[src/rtl/hz_pkg.sv]
package hz_pkg;
  typedef enum logic [1:0] {
    FWD_RF    = 2'd0,
    FWD_EXMEM = 2'd1,
    FWD_MEMWB = 2'd2
  } fwd_sel_e;

  typedef enum logic [1:0] {
    PC_SEQ    = 2'd0,
    PC_BRANCH = 2'd1,
    PC_JUMP   = 2'd2
  } pc_sel_e;
endpackage

[src/rtl/hz_occupancy.sv]
// Tracks which stages hold real instructions.
module hz_occupancy (
  input  logic clk_i,
  input  logic rst_ni,
  input  logic stall_i,
  input  logic flush_i,
  output logic ifid_v_o,
  output logic idex_v_o,
  output logic exmem_v_o
);
  logic ifid_q, idex_q, exmem_q;
  logic ifid_d, idex_d;

  always_comb begin
    if (flush_i)      ifid_d = 1'b0;
    else if (stall_i) ifid_d = ifid_q;
    else              ifid_d = 1'b1;
    idex_d = ifid_q && !stall_i && !flush_i;
  end

  always_ff @(posedge clk_i or negedge rst_ni) begin
    if (!rst_ni) begin
      ifid_q  <= 1'b0;
      idex_q  <= 1'b0;
      exmem_q <= 1'b0;
    end else begin
      ifid_q  <= ifid_d;
      idex_q  <= idex_d;
      exmem_q <= idex_q;
    end
  end

  assign ifid_v_o  = ifid_q;
  assign idex_v_o  = idex_q;
  assign exmem_v_o = exmem_q;
endmodule

[src/rtl/hz_load_use.sv]
module hz_load_use #(
  parameter int unsigned AW      = 5,
  parameter int unsigned NUM_SRC = 2
) (
  input  logic          ifid_v_i,
  input  logic          idex_v_i,
  input  logic [AW-1:0] rs_i [NUM_SRC],
  input  logic [AW-1:0] ex_rd_i,
  input  logic          ex_reg_write_i,
  input  logic          ex_is_load_i,
  output logic          stall_o
);
  logic [NUM_SRC-1:0] hit;
  logic               ld_live;

  assign ld_live = ifid_v_i && idex_v_i && ex_reg_write_i && ex_is_load_i
                   && (ex_rd_i != '0);

  for (genvar s = 0; s < NUM_SRC; s++) begin : g_src
    assign hit[s] = ld_live && (rs_i[s] == ex_rd_i);
  end

  assign stall_o = |hit;
endmodule

[src/rtl/hz_redirect.sv]
module hz_redirect
  import hz_pkg::*;
(
  input  logic    idex_v_i,
  input  logic    ex_branch_i,
  input  logic    ex_branch_taken_i,
  input  logic    ex_jump_i,
  output logic    redirect_o,
  output pc_sel_e pc_sel_o
);
  logic take_br, take_jmp;

  assign take_jmp   = idex_v_i && ex_jump_i;
  assign take_br    = idex_v_i && ex_branch_i && ex_branch_taken_i;
  assign redirect_o = take_jmp || take_br;

  always_comb begin
    if (take_jmp)     pc_sel_o = PC_JUMP;
    else if (take_br) pc_sel_o = PC_BRANCH;
    else              pc_sel_o = PC_SEQ;
  end
endmodule

[src/rtl/hz_fwd_slot.sv]
// Picks the operand source for the ID instruction; takes effect when it enters EX.
module hz_fwd_slot
  import hz_pkg::*;
#(
  parameter int unsigned AW = 5
) (
  input  logic          clk_i,
  input  logic          rst_ni,
  input  logic          advance_i,
  input  logic [AW-1:0] rs_i,
  input  logic          idex_v_i,
  input  logic [AW-1:0] ex_rd_i,
  input  logic          ex_reg_write_i,
  input  logic          ex_is_load_i,
  input  logic          exmem_v_i,
  input  logic [AW-1:0] mem_rd_i,
  input  logic          mem_reg_write_i,
  output fwd_sel_e      sel_o
);
  logic     ex_hit, mem_hit, rs_nz;
  fwd_sel_e sel_d, sel_q;

  assign rs_nz   = (rs_i != '0);
  assign ex_hit  = rs_nz && idex_v_i && ex_reg_write_i && !ex_is_load_i
                   && (ex_rd_i == rs_i);
  assign mem_hit = rs_nz && exmem_v_i && mem_reg_write_i && (mem_rd_i == rs_i);

  always_comb begin
    if (!advance_i)   sel_d = FWD_RF;
    else if (ex_hit)  sel_d = FWD_EXMEM;
    else if (mem_hit) sel_d = FWD_MEMWB;
    else              sel_d = FWD_RF;
  end

  always_ff @(posedge clk_i or negedge rst_ni) begin
    if (!rst_ni) sel_q <= FWD_RF;
    else         sel_q <= sel_d;
  end

  assign sel_o = sel_q;
endmodule

[src/rtl/pipe_hazard_ctrl.sv]
module pipe_hazard_ctrl
  import hz_pkg::*;
(
  input  logic       clk_i,
  input  logic       rst_ni,
  input  logic [4:0] id_rs1_i,
  input  logic [4:0] id_rs2_i,
  input  logic [4:0] ex_rd_i,
  input  logic       ex_reg_write_i,
  input  logic       ex_is_load_i,
  input  logic [4:0] mem_rd_i,
  input  logic       mem_reg_write_i,
  input  logic       ex_branch_i,
  input  logic       ex_branch_taken_i,
  input  logic       ex_jump_i,
  output logic       pc_we_o,
  output logic       ifid_hold_o,
  output logic       idex_bubble_o,
  output logic       ifid_clear_o,
  output logic       idex_clear_o,
  output logic [1:0] pc_sel_o,
  output logic [1:0] fwd_a_o,
  output logic [1:0] fwd_b_o,
  output logic       ifid_valid_o,
  output logic       idex_valid_o
);
  localparam int unsigned AW      = 5;
  localparam int unsigned NUM_SRC = 2;

  logic          ifid_v, idex_v, exmem_v;
  logic          stall_req, stall_eff, redirect, advance;
  pc_sel_e       pc_sel;
  logic [AW-1:0] rs_arr [NUM_SRC];
  fwd_sel_e      fwd_arr [NUM_SRC];

  assign rs_arr[0] = id_rs1_i;
  assign rs_arr[1] = id_rs2_i;

  hz_occupancy u_occ (
    .clk_i     (clk_i),
    .rst_ni    (rst_ni),
    .stall_i   (stall_eff),
    .flush_i   (redirect),
    .ifid_v_o  (ifid_v),
    .idex_v_o  (idex_v),
    .exmem_v_o (exmem_v)
  );

  hz_load_use #(.AW(AW), .NUM_SRC(NUM_SRC)) u_lu (
    .ifid_v_i       (ifid_v),
    .idex_v_i       (idex_v),
    .rs_i           (rs_arr),
    .ex_rd_i        (ex_rd_i),
    .ex_reg_write_i (ex_reg_write_i),
    .ex_is_load_i   (ex_is_load_i),
    .stall_o        (stall_req)
  );

  hz_redirect u_rdr (
    .idex_v_i          (idex_v),
    .ex_branch_i       (ex_branch_i),
    .ex_branch_taken_i (ex_branch_taken_i),
    .ex_jump_i         (ex_jump_i),
    .redirect_o        (redirect),
    .pc_sel_o          (pc_sel)
  );

  // Redirect dominates a stall request.
  assign stall_eff = stall_req && !redirect;
  assign advance   = ifid_v && !stall_req && !redirect;

  for (genvar s = 0; s < NUM_SRC; s++) begin : g_fwd
    hz_fwd_slot #(.AW(AW)) u_slot (
      .clk_i           (clk_i),
      .rst_ni          (rst_ni),
      .advance_i       (advance),
      .rs_i            (rs_arr[s]),
      .idex_v_i        (idex_v),
      .ex_rd_i         (ex_rd_i),
      .ex_reg_write_i  (ex_reg_write_i),
      .ex_is_load_i    (ex_is_load_i),
      .exmem_v_i       (exmem_v),
      .mem_rd_i        (mem_rd_i),
      .mem_reg_write_i (mem_reg_write_i),
      .sel_o           (fwd_arr[s])
    );
  end

  assign pc_we_o       = !stall_eff;
  assign ifid_hold_o   = stall_eff;
  assign idex_bubble_o = stall_eff;
  assign ifid_clear_o  = redirect;
  assign idex_clear_o  = redirect;
  assign pc_sel_o      = pc_sel;
  assign fwd_a_o       = fwd_arr[0];
  assign fwd_b_o       = fwd_arr[1];
  assign ifid_valid_o  = ifid_v;
  assign idex_valid_o  = idex_v;
endmodule

[config.mk]
export PLATFORM = sky130hd
export DESIGN_NAME = pipe_hazard_ctrl
export DESIGN_NICKNAME = d
export VERILOG_FILES = /design/src/rtl/hz_pkg.sv /design/src/rtl/hz_occupancy.sv /design/src/rtl/hz_load_use.sv /design/src/rtl/hz_redirect.sv /design/src/rtl/hz_fwd_slot.sv /design/src/rtl/pipe_hazard_ctrl.sv
export SDC_FILE = /design/constraint.sdc
export NUM_CORES = 1
export LEC_CHECK = 0
export BUFFER_PORTS_ARGS = -buffer_cell sky130_fd_sc_hd__buf_2
export CAP_MARGIN = 20
export CORE_ASPECT_RATIO = 0.9
export CORE_MARGIN = 2
export CORE_UTILIZATION = 39
export DETAILED_ROUTE_END_ITERATION = 12
export GPL_TIMING_DRIVEN = 0
export PLACE_DENSITY = 0.81
export SLEW_MARGIN = 30
export SYNTH_ARGS = -nofsm -noshare
export SYNTH_HDL_FRONTEND = slang
export SYNTH_HIERARCHICAL = 1
export SYNTH_SLANG_ARGS = --single-unit
[constraint.sdc]
create_clock -name clk_i -period 1.9 [get_ports clk_i]
set_input_delay 0.38 -clock clk_i [delete_from_list [all_inputs] [get_ports clk_i]]
set_output_delay 0.38 -clock clk_i [all_outputs]
set_load 0.1 [all_outputs]
-- Yosys cells after proc, flatten, opt, wreduce, memory -nomap -nowiden
Cells that the tools add are included.
- bits of input ports: 28
- register bits after elaboration: 7
- equality and inequality tests: 7
- reduce and logical (&&, ||, !) cells: 37
- mux-type cells: 10
- operators with widths (operator ; count):
    $eq 5x5->1 ; 6
    $logic_and 1x1->1 ; 28
    $reduce_bool 5->1 ; 3
    $mux 2 ; 7
    $logic_not 1->1 ; 4
    $mux 1 ; 3
    $ne 2x1->1 const B ; 1
    $reduce_or 2->1 ; 1
    $logic_or 1x1->1 ; 1

-- Depth between registers and ports, before layout
- depth in word-level cells: 10
- mapped depth: 8
- mapped depth without buffers: 8

-- Hierarchy
The synthesis kept the hierarchy.
- by module, submodules not included (module ; seq. area each (um^2) ; area each (um^2) ; instances ; cells an instance):
    hz_fwd_slot ; 50.0 ; 212.7 ; 2 ; 21
    hz_load_use ; 0.0 ; 137.6 ; 1 ; 18
    hz_occupancy ; 75.1 ; 97.6 ; 1 ; 6
    pipe_hazard_ctrl ; 0.0 ; 40.0 ; 1 ; 5
    hz_redirect ; 0.0 ; 36.3 ; 1 ; 5

-- Worst setup path before layout
Ideal clock, no wire load.
- path kind: reg2out
- from: reg u_occ.idex_q (netlist: u_occ/idex_v_o)
- to: out ifid_hold_o
- slack: -2.839 ns
- path buffers: 1
- arrival: 4.359 ns
- required time: 1.520 ns
- stages on the path, launching flop included: 4
- path through: dfrtp_1 > nor2b_1 > nor2b_1 > buf_4
- RTL lines (item ; RTL line ; text):
    start: declaration ; hz_occupancy.sv:11 ; logic ifid_q, idex_q, exmem_q;
    start signal: assignment ; hz_occupancy.sv:28 ; idex_q <= idex_d;
    $logic_and 1x1->1 (2 in a row) ; hz_redirect.sv:14 ; assign take_br = idex_v_i && ex_branch_i && ex_branch_taken_i;
    $logic_or 1x1->1 * ; hz_redirect.sv:15 ; assign redirect_o = take_jmp || take_br;
    via idex_clear_o ; pipe_hazard_ctrl.sv:20 ; output logic idex_clear_o,
    $logic_not 1->1 * ; pipe_hazard_ctrl.sv:69 ; assign stall_eff = stall_req && !redirect;
    $logic_and 1x1->1 * ; pipe_hazard_ctrl.sv:69 ;
    end: declaration ; pipe_hazard_ctrl.sv:17 ; output logic ifid_hold_o,
Mark *: on every way through the listed nets, which the timed path passes. The rest lies on a longest branch.

-- Worst setup path after layout
- from: in id_rs2_i[2]
- to: out ifid_hold_o
- cells in the longest elaborated chain, start to end: 4
- ends and longest elaborated chain (item ; RTL line ; text):
    start: declaration ; pipe_hazard_ctrl.sv:7 ; input logic [4:0] id_rs2_i,
    $eq 5x5->1 ; hz_load_use.sv:20 ; assign hit[s] = ld_live && (rs_i[s] == ex_rd_i);
    $logic_and 1x1->1 ; hz_load_use.sv:20 ;
    $reduce_or 2->1 ; hz_load_use.sv:23 ; assign stall_o = |hit;
    via stall_req ; pipe_hazard_ctrl.sv:31 ; logic stall_req, stall_eff, redirect, advance;
    $logic_and 1x1->1 ; pipe_hazard_ctrl.sv:69 ;
The timed path passes the listed nets, and every way through them passes these cells.

==> results.rst <==
.. list-table::
   :header-rows: 1

   * - Metric
     - Value
   * - Clock latency of the later-clocked register in the worst-skew pair
     - 260 ps
   * - Area of the core
     - 1720 sq um
   * - Initial core utilization
     - 42.9%
   * - Cell type contributing the most total cell area after synthesis
     - dfrtp_1
   * - Number of inserted diodes
     - 0
   * - Xor and xnor fraction of the mapped netlist area
     - 35.7%
   * - Mux share of post-synthesis cell area
     - 0%
   * - Area fraction in compound gates after synthesis
     - about an eighth
   * - Power per cell area
     - about 700 nW/um^2
   * - Critical path fanouts, max
     - 3
   * - EDFF count, synth
     - 0
   * - Overall fraction of global-route tracks in use
     - between 20 and 25%
   * - Vertical extent of the die
     - about 45 um
   * - Routed wire length per instance
     - roughly 15 um
   * - Final setup skew
     - 7.69 ps
   * - Post-route worst setup slack
     - -358 ps
   * - CTS tree
     - done
   * - Sequential cell area fraction in the yosys report
     - about a quarter
   * - Pins Over Slew Limit
     - 0
   * - Total wirelength of the detailed-routed design
     - about 2300 um
   * - Max IR drop VDD
     - approximately 780 uV
   * - Arrival time reported for the critical path endpoint
     - 1880 ps
   * - Combinational family with the most area after synthesis
     - XOR/XNOR gates
   * - Final Hold Violating Endpoints
     - 0
   * - Critical Path Start Type
     - primary input
   * - Fraction of synthesis flops using an asynchronous set or reset pin
     - 100%
   * - DRC violation count after routing
     - 0
   * - Most used flip-flop cell after synthesis
     - dfrtp_1
   * - Utilization after layout
     - 72.0%
   * - Overall die area
     - 2250 sq um
   * - Clock-pin slew of the registers on the worst-case setup and hold paths
     - roughly 50 ps
   * - Setup repair after global routing missed its margin
     - true
   * - Pin count of the biggest net entering global routing
     - 9
   * - Total congestion overflow
     - 0
   * - Horizontal extent of the die
     - about 50 um
   * - Violation count after the first detailed-route iteration
     - 19
   * - Total number of nets in the final design
     - 156
   * - Outcome
     - complete, but fails checks
   * - Placement row count
     - 14
   * - Iteration count of the initial detailed-routing pass
     - 4
   * - Yosys warns
     - 6
   * - Static Leakage
     - just under 0.6 nW
   * - Register bit total from synthesis
     - 7
   * - Clk buf depth
     - 2
   * - Final worst path period share
     - 119%
   * - Post-synthesis area per instance
     - 9.70 sq um
   * - Placement Cell Area
     - 1010 sq um
   * - Violations in the final reports
     - setup timing
   * - Max-cap violations
     - 0
   * - Summed area of non-filler cells in the final layout
     - 1240 sq um
   * - Ratio of cells with drive above 1 in the final layout
     - ~53%
   * - Post-synth net total
     - between 100 and 150
   * - HP Class
     - primary input to flip-flop
   * - Max transition margin
     - ~66%
   * - Req. time, crit path
     - between 1500 and 2000 ps
   * - Vias in the first global route
     - 851
   * - Final critical delay including setup and external delays
     - roughly 2300 ps
   * - Leading post-synthesis cells by cell area
     - dfrtp_1 24%, xnor2_1 19%, xor2_1 17%
   * - Number of port buffers
     - 40
   * - Total Power Consumption
     - between 0.8 and 0.9 mW
   * - Number of instances in the synthesized netlist
     - 76
   * - Peak Freq
     - between 400 and 500 MHz
   * - Endpoint type of the worst setup path
     - primary output
   * - Arithmetic-cell share of the synthesized area counting full adders, half adders and majority gates
     - 0%
   * - Post-DP HPWL
     - between 1500 and 2000 um
   * - Final Setup Violations
     - 3
   * - H-tree levels
     - 1
   * - Hold WS
     - 459 ps
   * - Cell at the root of the clock tree
     - clkbuf_4
   * - Vias post-DR
     - 773
   * - Count of distinct cell types in the synthesized netlist
     - 25
   * - Number of buffers inserted during clock tree synthesis
     - 3
   * - Synthesized-area fraction occupied by and/or/nand/nor cells
     - between 20% and 30%
   * - Area growth, synth to finish
     - 67.7%
   * - Area of the mapped netlist
     - around 740 sq um
   * - Critical path class
     - primary input to primary output
   * - Number of fill cells in the layout
     - 130
   * - Synth cell count leaders
     - 16 x xnor2_1, 14 x xor2_1, 7 x dfrtp_1
   * - Number of clock sinks seen by CTS
     - 7
   * - Fraction of synthesized cell area taken by the top area cell type
     - 23.8%
   * - First-pass GRT wire length
     - approximately 3700 um
   * - Top-Level Pins
     - 41
   * - Initial antenna violation count
     - 0
   * - Detail-routed via count per cell
     - about 5.1
   * - Measured slew at the worst slew-check pin
     - 513 ps
   * - Global placement routability congestion
     - 0.830
   * - Top-count cell post-synth
     - xnor2_1
   * - Routed Antenna Nets
     - 0
-- layout make-up --
cell class | count | area, sq um | share of cell area, %
plain buffers | 3 | 47.5 | 3.85
clock buffers | 4 | 26.3 | 2.13
inverters | 1 | 3.75 | 0.304
multi-input cells | 65 | 574 | 46.5
flip-flops and latches | 7 | 180 | 14.6
well taps | 24 | 30.0 | 2.43
repair buffers | 47 | 374 | 30.3
-- through the flow --
step | setup WS (ps) | TNS (ps) | instances
floorplan | -567 | -1810 | 76
global placement | -739 | -2030 | 140
detailed placement | -767 | -2240 | 140
CTS | -334 | -914 | 150
global route | -407 | -1080 | 151
finish | -358 | -933 | 151
-- layout by cell type (no fill, tap or decap), types with 2 or more instances in the layout --
cell	Yosys	final
a211oi_2	2	2
and3_1	4	4
and3b_1	2	2
buf_12	0	5
buf_2	0	27
buf_4	3	8
buf_6	0	3
buf_8	0	5
clkbuf_4	0	4
dfrtp_1	7	5
nand3_1	2	2
nand4_1	3	3
nor2b_4	0	2
nor3_1	3	2
nor3_2	1	2
nor4_1	2	2
o211a_1	2	2
o211ai_1	2	2
or4_4	2	2
xnor2_1	16	16
xor2_1	14	14
-- report_power, final --
part	switching (mW)	internal [mW]
Sequential	0.0230	0.175
Combinational	0.349	0.175
Clock	0.0595	0.0804
-- sequential cells by signal, summed over array words and instances, names as in the netlist --
name	cells
g_fwd.u_slot/sel_o	4
u_occ/exmem_v_o	1
u_occ/idex_v_o	1
u_occ/ifid_v_o	1
-- worst paths after layout --
path	slack (ps)	end	startpoint	cells after the start
setup / recovery	-360	ifid_hold_o	id_rs2_i[2]	8
hold / removal	460	g_fwd[1].u_slot/sel_o[1]	mem_rd_i[2]	4
setup reg to reg	140	g_fwd[1].u_slot/sel_o[1]	u_occ/idex_v_o	7
hold reg to reg	500	u_occ/exmem_v_o	u_occ/idex_v_o	0
max in group asynchronous	1220	u_occ/idex_v_o	rst_ni	2
min in group asynchronous	500	u_occ/exmem_v_o	rst_ni	2
-- kinds of logic after synthesis --
family	Yosys count
xor gates and xnor gates	30
buffers and inverters	4
DFF	7
and+or+nand+nor	26
AOI/OAI and AO/OA	9
-- critical path: stages --
cell and delay (ps):
buf_8 100, xor2_1 150, nor3_1 230, nand3_1 180, a221oi_4 320, nor2b_4 250, buf_12 120, buf_12 160
-- repair_timing --
item	CTS	global route
endpoints found under the hold margin	7	0
hold buffers	1	0
endpoints found under the setup margin	4	6
setup buffers	6	2
pin swaps	7	6
resized for setup	30	10
-- routing by layer --
layer  share of wire, %  track usage [%]  up-vias
met5                  0                0        -
met3                5.4             6.29        4
met4                1.5             5.56        0
met1                 40             24.3      357
met2                 53             43.5       35
li1                   -                -      377
Power figures use the tool's default switching activity.
